**src/rtl/ewp_pkg.sv**
```systemverilog
`timescale 1ns/1ps
package ewp_pkg;

  // Bus-level operations executed by the datapath
  typedef enum logic [1:0] {
    OP_START = 2'd0,
    OP_STOP  = 2'd1,
    OP_BYTE  = 2'd2
  } busOp_t;

  // Source of the byte shifted out by an OP_BYTE
  typedef enum logic [1:0] {
    SEL_CTRL = 2'd0,
    SEL_ADDR = 2'd1,
    SEL_DATA = 2'd2
  } byteSel_t;

  // Strobes from control to datapath
  typedef struct packed {
    logic     load;
    logic     go;
    busOp_t   op;
    byteSel_t sel;
  } ctrlStrb_t;

  localparam logic [3:0] DEV_CODE = 4'b1010;
  localparam logic [2:0] DEV_SUB  = 3'b000;

endpackage

```
**src/rtl/ewp_datapath.sv**
```systemverilog
`timescale 1ns/1ps
module ewp_datapath
  import ewp_pkg::*;
#(
  parameter int QTR_CYCLES  = 63,
  parameter int ADDR_W      = 4,
  parameter int SYNC_STAGES = 2
) (
  input  logic              clk,
  input  logic              rstN,
  input  ctrlStrb_t         strb,
  input  logic [ADDR_W-1:0] reqAddr,
  input  logic [7:0]        reqData,
  input  logic              sdaIn,
  output logic              engBusy,
  output logic              opDone,
  output logic              ackSeen,
  output logic              sclOe,
  output logic              sdaOe
);

  localparam int DIV_W = (QTR_CYCLES > 1) ? $clog2(QTR_CYCLES) : 1;
  localparam logic [DIV_W-1:0] DIV_LAST = DIV_W'(QTR_CYCLES - 1);
  localparam logic [3:0] ACK_SLOT = 4'd8;

  logic [ADDR_W-1:0] addrQ;
  logic [7:0]        dataQ;
  logic              active;
  busOp_t            curOp;
  logic [1:0]        quarter;
  logic [3:0]        bitIdx;
  logic [DIV_W-1:0]  divCnt;
  logic [7:0]        shifter;
  logic              ackQ;
  logic              doneQ;
  logic              sclHold;
  logic              sdaHold;
  logic              sclNow;
  logic              sdaNow;
  logic [7:0]        txByte;
  logic              tick;
  logic              sdaSeen;
  logic [SYNC_STAGES-1:0] syncChain;

  // Input synchronizer for the data line
  generate
    if (SYNC_STAGES == 1) begin : g_sync1
      always_ff @(posedge clk or negedge rstN) begin
        if (!rstN) syncChain <= '1;
        else       syncChain <= sdaIn;
      end
    end else begin : g_syncN
      always_ff @(posedge clk or negedge rstN) begin
        if (!rstN) syncChain <= '1;
        else       syncChain <= {syncChain[SYNC_STAGES-2:0], sdaIn};
      end
    end
  endgenerate
  assign sdaSeen = syncChain[SYNC_STAGES-1];

  // Byte selection
  always_comb begin
    case (strb.sel)
      SEL_CTRL: txByte = {DEV_CODE, DEV_SUB, 1'b0};
      SEL_ADDR: txByte = 8'(addrQ);
      default:  txByte = dataQ;
    endcase
  end

  assign tick = active && (divCnt == DIV_LAST);

  // Sequencing of quarters and bits
  always_ff @(posedge clk or negedge rstN) begin
    if (!rstN) begin
      addrQ   <= '0;
      dataQ   <= '0;
      active  <= 1'b0;
      curOp   <= OP_STOP;
      quarter <= 2'd0;
      bitIdx  <= 4'd0;
      divCnt  <= '0;
      shifter <= 8'd0;
      ackQ    <= 1'b0;
      doneQ   <= 1'b0;
      sclHold <= 1'b0;
      sdaHold <= 1'b0;
    end else begin
      doneQ <= 1'b0;
      if (strb.load) begin
        addrQ <= reqAddr;
        dataQ <= reqData;
      end
      if (!active) begin
        if (strb.go) begin
          active  <= 1'b1;
          curOp   <= strb.op;
          quarter <= 2'd0;
          bitIdx  <= 4'd0;
          divCnt  <= '0;
          shifter <= txByte;
        end
      end else begin
        sclHold <= sclNow;
        sdaHold <= sdaNow;
        if (tick) begin
          divCnt <= '0;
          if (curOp == OP_BYTE && quarter == 2'd2 && bitIdx == ACK_SLOT)
            ackQ <= !sdaSeen;
          if (quarter == 2'd3) begin
            quarter <= 2'd0;
            if (curOp != OP_BYTE || bitIdx == ACK_SLOT) begin
              active <= 1'b0;
              doneQ  <= 1'b1;
            end else begin
              bitIdx  <= bitIdx + 4'd1;
              shifter <= {shifter[6:0], 1'b0};
            end
          end else begin
            quarter <= quarter + 2'd1;
          end
        end else begin
          divCnt <= divCnt + DIV_W'(1);
        end
      end
    end
  end

  // Line drive per operation and quarter (1 = pull low)
  always_comb begin
    sclNow = sclHold;
    sdaNow = sdaHold;
    if (active) begin
      case (curOp)
        OP_START: begin
          case (quarter)
            2'd0:    begin sclNow = sclHold; sdaNow = 1'b0; end
            2'd1:    begin sclNow = 1'b0;    sdaNow = 1'b0; end
            2'd2:    begin sclNow = 1'b0;    sdaNow = 1'b1; end
            default: begin sclNow = 1'b1;    sdaNow = 1'b1; end
          endcase
        end
        OP_STOP: begin
          case (quarter)
            2'd0:    begin sclNow = 1'b1; sdaNow = 1'b1; end
            2'd1:    begin sclNow = 1'b0; sdaNow = 1'b1; end
            default: begin sclNow = 1'b0; sdaNow = 1'b0; end
          endcase
        end
        default: begin
          sclNow = (quarter == 2'd0) || (quarter == 2'd3);
          sdaNow = (bitIdx == ACK_SLOT) ? 1'b0 : !shifter[7];
        end
      endcase
    end
  end

  assign sclOe   = sclNow;
  assign sdaOe   = sdaNow;
  assign engBusy = active;
  assign opDone  = doneQ;
  assign ackSeen = ackQ;

  // data may not move while the clock is released inside a byte
  a_r4_sda_still_scl_high: assert property (@(posedge clk) disable iff (!rstN)
    (active && curOp == OP_BYTE && !sclOe && $past(!sclOe) && $past(active))
      |-> $stable(sdaOe));

  // the request latch is frozen while the bus engine runs
  a_r9_req_frozen: assert property (@(posedge clk) disable iff (!rstN)
    engBusy |=> ($stable(addrQ) && $stable(dataQ)));

  // completion of an operation always ends engine activity
  a_r10_done_ends_op: assert property (@(posedge clk) disable iff (!rstN)
    opDone |-> !engBusy);

endmodule

```
**src/rtl/ewp_ctrl.sv**
```systemverilog
`timescale 1ns/1ps
module ewp_ctrl
  import ewp_pkg::*;
#(
  parameter int MAX_POLLS = 64
) (
  input  logic      clk,
  input  logic      rstN,
  input  logic      start,
  input  logic      engBusy,
  input  logic      opDone,
  input  logic      ackSeen,
  output ctrlStrb_t strb,
  output logic      busy,
  output logic      done,
  output logic      errAck,
  output logic      errTimeout
);

  localparam int PCW = $clog2(MAX_POLLS + 1);
  localparam logic [PCW-1:0] POLL_CAP = PCW'(MAX_POLLS);

  typedef enum logic [3:0] {
    S_IDLE, S_W_START, S_W_CTRL, S_W_ADDR, S_W_DATA, S_W_STOP,
    S_P_START, S_P_CTRL, S_P_RETRY, S_P_STOP, S_ABORT, S_FIN
  } seqState_t;

  seqState_t      state;
  seqState_t      nextState;
  logic           pending;
  logic [PCW-1:0] pollCnt;
  logic           opState;
  logic           writeByte;

  assign opState   = (state != S_IDLE) && (state != S_FIN);
  assign writeByte = (state == S_W_CTRL) || (state == S_W_ADDR) || (state == S_W_DATA);

  // Strobes to datapath
  always_comb begin
    strb.load = start && (state == S_IDLE);
    strb.go   = opState && !pending && !engBusy;
    strb.op   = OP_BYTE;
    strb.sel  = SEL_CTRL;
    case (state)
      S_W_START, S_P_START:                   strb.op  = OP_START;
      S_W_STOP, S_P_RETRY, S_P_STOP, S_ABORT: strb.op  = OP_STOP;
      S_W_ADDR:                               strb.sel = SEL_ADDR;
      S_W_DATA:                               strb.sel = SEL_DATA;
      default: ;
    endcase
  end

  // Successor once the current bus operation completes
  always_comb begin
    case (state)
      S_W_START: nextState = S_W_CTRL;
      S_W_CTRL:  nextState = ackSeen ? S_W_ADDR : S_ABORT;
      S_W_ADDR:  nextState = ackSeen ? S_W_DATA : S_ABORT;
      S_W_DATA:  nextState = ackSeen ? S_W_STOP : S_ABORT;
      S_W_STOP:  nextState = S_P_START;
      S_P_START: nextState = S_P_CTRL;
      S_P_CTRL:  nextState = ackSeen ? S_P_STOP :
                             ((pollCnt >= POLL_CAP) ? S_ABORT : S_P_RETRY);
      S_P_RETRY: nextState = S_P_START;
      S_P_STOP:  nextState = S_FIN;
      S_ABORT:   nextState = S_FIN;
      default:   nextState = S_IDLE;
    endcase
  end

  always_ff @(posedge clk or negedge rstN) begin
    if (!rstN) begin
      state      <= S_IDLE;
      pending    <= 1'b0;
      pollCnt    <= '0;
      errAck     <= 1'b0;
      errTimeout <= 1'b0;
    end else if (state == S_IDLE) begin
      if (start) begin
        state      <= S_W_START;
        errAck     <= 1'b0;
        errTimeout <= 1'b0;
        pollCnt    <= '0;
      end
    end else if (state == S_FIN) begin
      state <= S_IDLE;
    end else begin
      if (strb.go) pending <= 1'b1;
      if (opDone) begin
        pending <= 1'b0;
        state   <= nextState;
        if (state == S_P_START) pollCnt <= pollCnt + PCW'(1);
        if (writeByte && !ackSeen) errAck <= 1'b1;
        if (state == S_P_CTRL && !ackSeen && pollCnt >= POLL_CAP) errTimeout <= 1'b1;
      end
    end
  end

  assign busy = opState;
  assign done = (state == S_FIN);

  // completion is a single-cycle pulse
  a_r10_done_single: assert property (@(posedge clk) disable iff (!rstN)
    done |=> !done);

  // busy only drops together with the completion pulse
  a_r10_busy_drop_done: assert property (@(posedge clk) disable iff (!rstN)
    $fell(busy) |-> done);

  // the poll counter never passes the cap
  a_r8_poll_bounded: assert property (@(posedge clk) disable iff (!rstN)
    pollCnt <= POLL_CAP);

  // the two error causes never appear together
  a_r7_single_cause: assert property (@(posedge clk) disable iff (!rstN)
    !(errAck && errTimeout));

  // polling is only entered from a Stop of the write or of a refused poll
  a_r5_poll_after_stop: assert property (@(posedge clk) disable iff (!rstN)
    (state == S_P_START && $past(state) != S_P_START)
      |-> ($past(state) == S_W_STOP || $past(state) == S_P_RETRY));

endmodule

```
**src/rtl/ee_write_poll.sv**
```systemverilog
`timescale 1ns/1ps
module ee_write_poll
  import ewp_pkg::*;
#(
  parameter int QTR_CYCLES  = 63,
  parameter int ADDR_W      = 4,
  parameter int MAX_POLLS   = 64,
  parameter int SYNC_STAGES = 2
) (
  input  logic              clk,
  input  logic              rstN,
  input  logic              start,
  input  logic [ADDR_W-1:0] wordAddr,
  input  logic [7:0]        wrData,
  output logic              busy,
  output logic              done,
  output logic              errAck,
  output logic              errTimeout,
  output logic              sclOe,
  output logic              sdaOe,
  input  logic              sdaIn
);

  ctrlStrb_t strb;
  logic      engBusy;
  logic      opDone;
  logic      ackSeen;

  ewp_ctrl #(
    .MAX_POLLS (MAX_POLLS)
  ) u_ctrl (
    .clk        (clk),
    .rstN       (rstN),
    .start      (start),
    .engBusy    (engBusy),
    .opDone     (opDone),
    .ackSeen    (ackSeen),
    .strb       (strb),
    .busy       (busy),
    .done       (done),
    .errAck     (errAck),
    .errTimeout (errTimeout)
  );

  ewp_datapath #(
    .QTR_CYCLES  (QTR_CYCLES),
    .ADDR_W      (ADDR_W),
    .SYNC_STAGES (SYNC_STAGES)
  ) u_dp (
    .clk     (clk),
    .rstN    (rstN),
    .strb    (strb),
    .reqAddr (wordAddr),
    .reqData (wrData),
    .sdaIn   (sdaIn),
    .engBusy (engBusy),
    .opDone  (opDone),
    .ackSeen (ackSeen),
    .sclOe   (sclOe),
    .sdaOe   (sdaOe)
  );

endmodule

```
**config.mk**
```make
export PLATFORM = sky130hd
export DESIGN_NAME = ee_write_poll
export DESIGN_NICKNAME = d
export VERILOG_FILES = /design/src/rtl/ewp_pkg.sv /design/src/rtl/ewp_datapath.sv /design/src/rtl/ewp_ctrl.sv /design/src/rtl/ee_write_poll.sv
export SDC_FILE = /design/constraint.sdc
export NUM_CORES = 1
export LEC_CHECK = 0
export ABC_AREA = 1
export BUFFER_PORTS_ARGS = -buffer_cell sky130_fd_sc_hd__buf_2
export CAP_MARGIN = 20
export CORE_MARGIN = 2
export CORE_UTILIZATION = 50
export CTS_CLUSTER_DIAMETER = 80
export CTS_CLUSTER_SIZE = 14
export DETAILED_ROUTE_END_ITERATION = 6
export HOLD_SLACK_MARGIN = 0.02
export PLACE_DENSITY_LB_ADDON = 0.15
export SLEW_MARGIN = 25
export SYNTH_ARGS = -nofsm -noshare
export SYNTH_HDL_FRONTEND = slang
export SYNTH_HIERARCHICAL = 1
export SYNTH_SLANG_ARGS = --single-unit
export TNS_END_PERCENT = 1
```
**constraint.sdc**
```tcl
create_clock -name clk -period 1.8 [get_ports clk]
set_input_delay 0.18 -clock clk [delete_from_list [all_inputs] [get_ports clk]]
set_output_delay 0.18 -clock clk [all_outputs]
set_load 0.005 [all_outputs]
```
* Word-level counts from Yosys, hierarchy flattened
Index checks and enable logic that the tools add are counted.
** Storage, ports and cells
- Register bits :: 55
- Input port bits :: 16
- Logic and storage cells :: 162
** Operators by class
- Eq/ne operators :: 26
- Reduce and logical (&&, ||, !) cells :: 46
- Add/sub/neg operators :: 4
- Multiplexer cells :: 64
- $lt $le $gt $ge :: 1
- Bitwise gates (word level) :: 3
** Operator list (number)
- 2-to-1 mux 4 bit :: 13
- 2-to-1 mux 8 bit :: 5
- 2-to-1 mux 7 bit :: 5
- case mux 4 bit (8 select lines) :: 1
- 2-to-1 mux 1 bit :: 26
- == test 4 bit, second input constant :: 5
- 2-to-1 mux 6 bit :: 3
- == test 4 x 3 -> 1 bit, second input constant :: 4
- case mux 8 bit (2 select lines) :: 1
- AND reduction 4 bit :: 4
- nonzero test 2 bit :: 6
- logical AND 1 bit :: 10
- 2-to-1 mux 2 bit :: 5
- != test 2 bit, second input constant :: 5
- OR reduction 2 bit :: 5
- == test 4 x 2 -> 1 bit, second input constant :: 2
- case mux 2 bit (2 select lines) :: 2
- adder 7 x 1 -> 7 bit, second input constant :: 1
- >= comparator 7 bit, second input constant :: 1
- adder 6 x 1 -> 6 bit, second input constant :: 1
- == test 2 x 1 -> 1 bit, second input constant :: 3
- == test 2 bit, second input constant :: 3
- == test 6 bit, second input constant :: 1
- zero test 2 bit :: 3
- 15 further kinds :: 29

* Longest topological paths before layout
- Depth after elaboration :: 8
- Gate-level depth with buffers :: 11

* Cells and area by module
The synthesis kept the hierarchy.
** By module, submodules not included
- ewp_datapath :: times used 1, area each 2077.0 sq um, cells each 245
- ewp_ctrl :: times used 1, area each 1078.5 sq um, cells each 156

* Worst setup path before layout
No wires, ideal clock.
- Path type :: register to register
- Start :: register u_ctrl.state[2]
- End :: register u_dp.addrQ[0]
- Stages on the path, launching flop included :: 7
- Arrival :: 1.495 ns
- Setup time :: 0.135 ns
- Buffers on the path :: 2
- Path slack :: 0.170 ns
- Required time :: 1.665 ns
- Period minus slack after synthesis :: 1.630 ns
- Cell sequence :: dfrtp_1 -> nor2_4 -> nand2_4 -> nor2_4 -> buf_2 -> clkbuf_1 -> o21ai_0
** RTL lines
- from (decl) :: RTL line ewp_ctrl.sv:28 : seqState_t state;
- from (signal assigned) :: RTL line ewp_ctrl.sv:91 : state <= nextState;
- to (signal assigned) :: RTL line ewp_datapath.sv:90 : addrQ <= reqAddr;
- to (decl) :: RTL line ewp_datapath.sv:26 : logic [ADDR_W-1:0] addrQ;

* Worst setup path after layout
- Start :: register u_dp.quarter[1]
- End :: output sclOe
** Between the ends
- Word-level cells in the longest chain between the ends :: 5
- Elaborated cells between the ends (all ways) :: 10
** RTL lines
- from (decl) :: RTL line ewp_datapath.sv:30 : logic [1:0] quarter;
- from (signal assigned) :: RTL line ewp_datapath.sv:119 : quarter <= quarter + 2'd1;
- == test 2 x 1 -> 1 bit or == test 2 bit (tied branches) :: RTL line ewp_datapath.sv:135 : case (quarter)
- OR reduction 2 bit (no source line)
- case mux 1 bit (2 select lines) :: RTL line ewp_datapath.sv:135
- case mux 1 bit (2 select lines) * :: RTL line ewp_datapath.sv:133 : case (curOp)
- 2-to-1 mux 1 bit * :: RTL line ewp_datapath.sv:132 : if (active) begin
- to (decl) :: RTL line ee_write_poll.sv:19 : output logic sclOe,
Every way passes the cells marked *; elsewhere a longest branch is shown, timed or not.

==> reports/metrics.yaml <==
rsz0062_at_grt: "yes"
ir_drop_v: 0.000749
core_area_um2: 6030
multi_input_area_um2: 1530
post_layout_nonfiller_instances: 518
finalInstanceArea_um2: 3550
portBuffers: 21
worstPathCellList: "inv_2 > ha_2 > o21ai_0 > o21ai_1 > inv_1 > buf_2"
slew-limit-headroom: 0.706
fin_tns_setup_ns: 0
dr.pass1.iters: 4
fin_util: 0.590
p_leak_uw: 0.00184
layout_commonest_cell: "nand2_1"
place.gp.congestion: 0.967
grt_overflow: 0
n_fill_cell: 572
maxCapViolCount: 0
syn_inst: 401
syn_area_per_cell_um2: 7.87
antenna_found_initial: 0
drt_iter0_drc: 146
crit_path_max_fanout: 3
crit_slowest_cell: "dfrtp_1"
ys_seq_area_frac: 0.437
syn_to_final_growth_pct: 12.6
die_w_um: 83.4
h-tree-depth: 2
io_pins: 22
viasPerCell: 5.09
initial_utilization: 0.524
tritoncts: "yes"
endpoint_kind: "primary output"
grt_max_degree: 22
num_rows: 28
min_period_over_period: 0.948
cts-root-buf: "clkbuf_8"
tightest_slew_ns: 0.441
diodes: 0
drive_gt1_frac: 0.208
die_h_um: 83.4
cp-start-kind: "register"
cts_sinks: 55
path_clk_slew_ns: 0.10
grt_pass1_wl_um: 11500
finalSetupViolCount: 0
ys_ff_latch: 55
nets: 468
synth-warning-count: 6
required_ns: 1.62
critPathMaxStageDelay_ns: 0.43
synth_nets: 427
final_cell_mix: "nand2_1, dfrtp_1, inv_1, nand3_1, nor2_1"
crit_type: "register to primary output"
status: "complete, no violations"
p_per_area_nw_per_um2: 1180
ctsLongestPathBuffers: 2
fmax_mhz: 586
ant_nets: 0
grt_usage: 0.199
finalMaxSlewViolations: 0
grt_pass1_vias: 2534
min_period_ns: 1.71
insertion_delay_ns: 0.31
avgRoutedWirePerCell_um: 12.6
arrival_ns: 1.53
via_count: 2638
placed_cell_area_um2: 3390
place_inst: 501
hold_viol: 0
syn_area_um2: 3160
place_hpwl_um: 4730
dieArea_um2: 6960
cts_buffers: 5
regArea_um2: 1380
synth_cell_type_count: 34
drt-total-wl_um: 6500
hp-class: "primary input to register"
post-route-drc-count: 0
power.total_uw: 4190
clock_skew_ns: 0.00813
## critical path, delay by kind of cell (launching register included)
kind / cells / cell delay [ns]
compound gates: 2 / 0.26
fa+ha+maj: 1 / 0.28
buf+inv: 3 / 0.24
flops: 1 / 0.43
## sequential cells by signal, indices dropped and copies added, names as in the netlist, 4 cells and up
register,cells
u_ctrl/pollCnt,7
u_ctrl/state,4
u_dp/addrQ,4
u_dp/bitIdx,4
u_dp/dataQ,8
u_dp/divCnt,6
u_dp/shifter,8
## final timing paths
check,from,endpoint,slack (ns),cells after the start
worst max-delay path,u_dp/quarter[1]$_DFFE_PN0P_,sclOe,0.09,6
worst min-delay path,wrData[4],u_dp/dataQ[4]$_DFFE_PN0P_,0.07,3
worst max register to register,u_ctrl/state[1]$_DFFE_PN0P_,u_dp/shifter[6]$_DFFE_PN0P_,0.14,10
worst min register to register,u_dp/syncChain[0]$_DFF_PN1_,u_dp/syncChain[1]$_DFF_PN1_,0.36,0
max in group asynchronous,rstN,u_dp/dataQ[2]$_DFFE_PN0P_,0.83,3
min in group asynchronous,rstN,u_dp/sclHold$_DFFE_PN0P_,0.33,2
## power breakdown
group / internal (uW) / leakage (uW) / switching [uW]
combinational: 668 / 0.00111 / 1020
clock: 275 / 0.0000422 / 416
sequential: 1550 / 0.000687 / 264
total: 2490 / 0.00184 / 1700
## layer usage
| layer | vias to the layer above | wire, um | track usage |
|---|---|---|---|
| li1 | 1338 | - | - |
| met1 | 1235 | 3170 | 0.272 |
| met2 | 55 | 2970 | 0.317 |
| met3 | 10 | 292 | 0.0477 |
| met4 | 0 | 72 | 0.0557 |
| met5 | - | 0 | 0 |
## through the flow
step           hold WS, ns  setup WS (ns)
6_report            0.0695         0.0940
5_1_grt             0.0756        -0.0281
4_1_cts             0.0673         0.0470
3_5_place_dp         0.148         0.0985
3_3_place_gp         0.144          0.159
2_1_floorplan       -0.116          0.170
## cells in the mapped netlist, drive strengths merged
| cell type | n | share of area |
|---|---|---|
| a21oi | 9 | 0.019 |
| ha | 10 | 0.040 |
| nand2 | 134 | 0.18 |
| o21a | 1 | 0.0024 |
| o21ai | 25 | 0.040 |
| xnor2 | 3 | 0.0083 |
| buf | 6 | 0.014 |
| nor3 | 2 | 0.0032 |
| nor2 | 40 | 0.065 |
| o21bai | 1 | 0.0024 |
| a31oi | 2 | 0.0040 |
| nand3 | 38 | 0.070 |
| dfstp | 3 | 0.025 |
| mux2 | 6 | 0.021 |
| o22ai | 3 | 0.0059 |
| nand3b | 3 | 0.0071 |
| clkbuf | 1 | 0.0012 |
| xor2 | 4 | 0.011 |
| inv | 55 | 0.066 |
| dfrtp | 52 | 0.41 |
| nand4 | 3 | 0.0059 |
## cells by family after synthesis
logic type | share of synthesized area
adders and majority gates | 0.0397
DFF | 0.437
buffers and inverters | 0.0817
AOI/OAI and AO/OA | 0.0734
xor gates and xnor gates | 0.0194
muxes | 0.0214
and+or+nand+nor | 0.327
## area by class of cell
type / count / area share
Clock inverter: 1 / 0.00141
Clock buffer: 7 / 0.0215
Inverter: 55 / 0.0588
Tap cell: 75 / 0.0264
Sequential cell: 55 / 0.389
Timing Repair Buffer: 41 / 0.0732
Multi-Input combinational cell: 284 / 0.430
## repair_timing
item,4_1_cts,5_1_grt
hold buffers,2,0
resized for setup,0,8
setup buffers,0,7
hold endpoints to repair,15,0
endpoints found under the setup margin,0,14
Note: power is estimated with default switching activity, not from simulation.
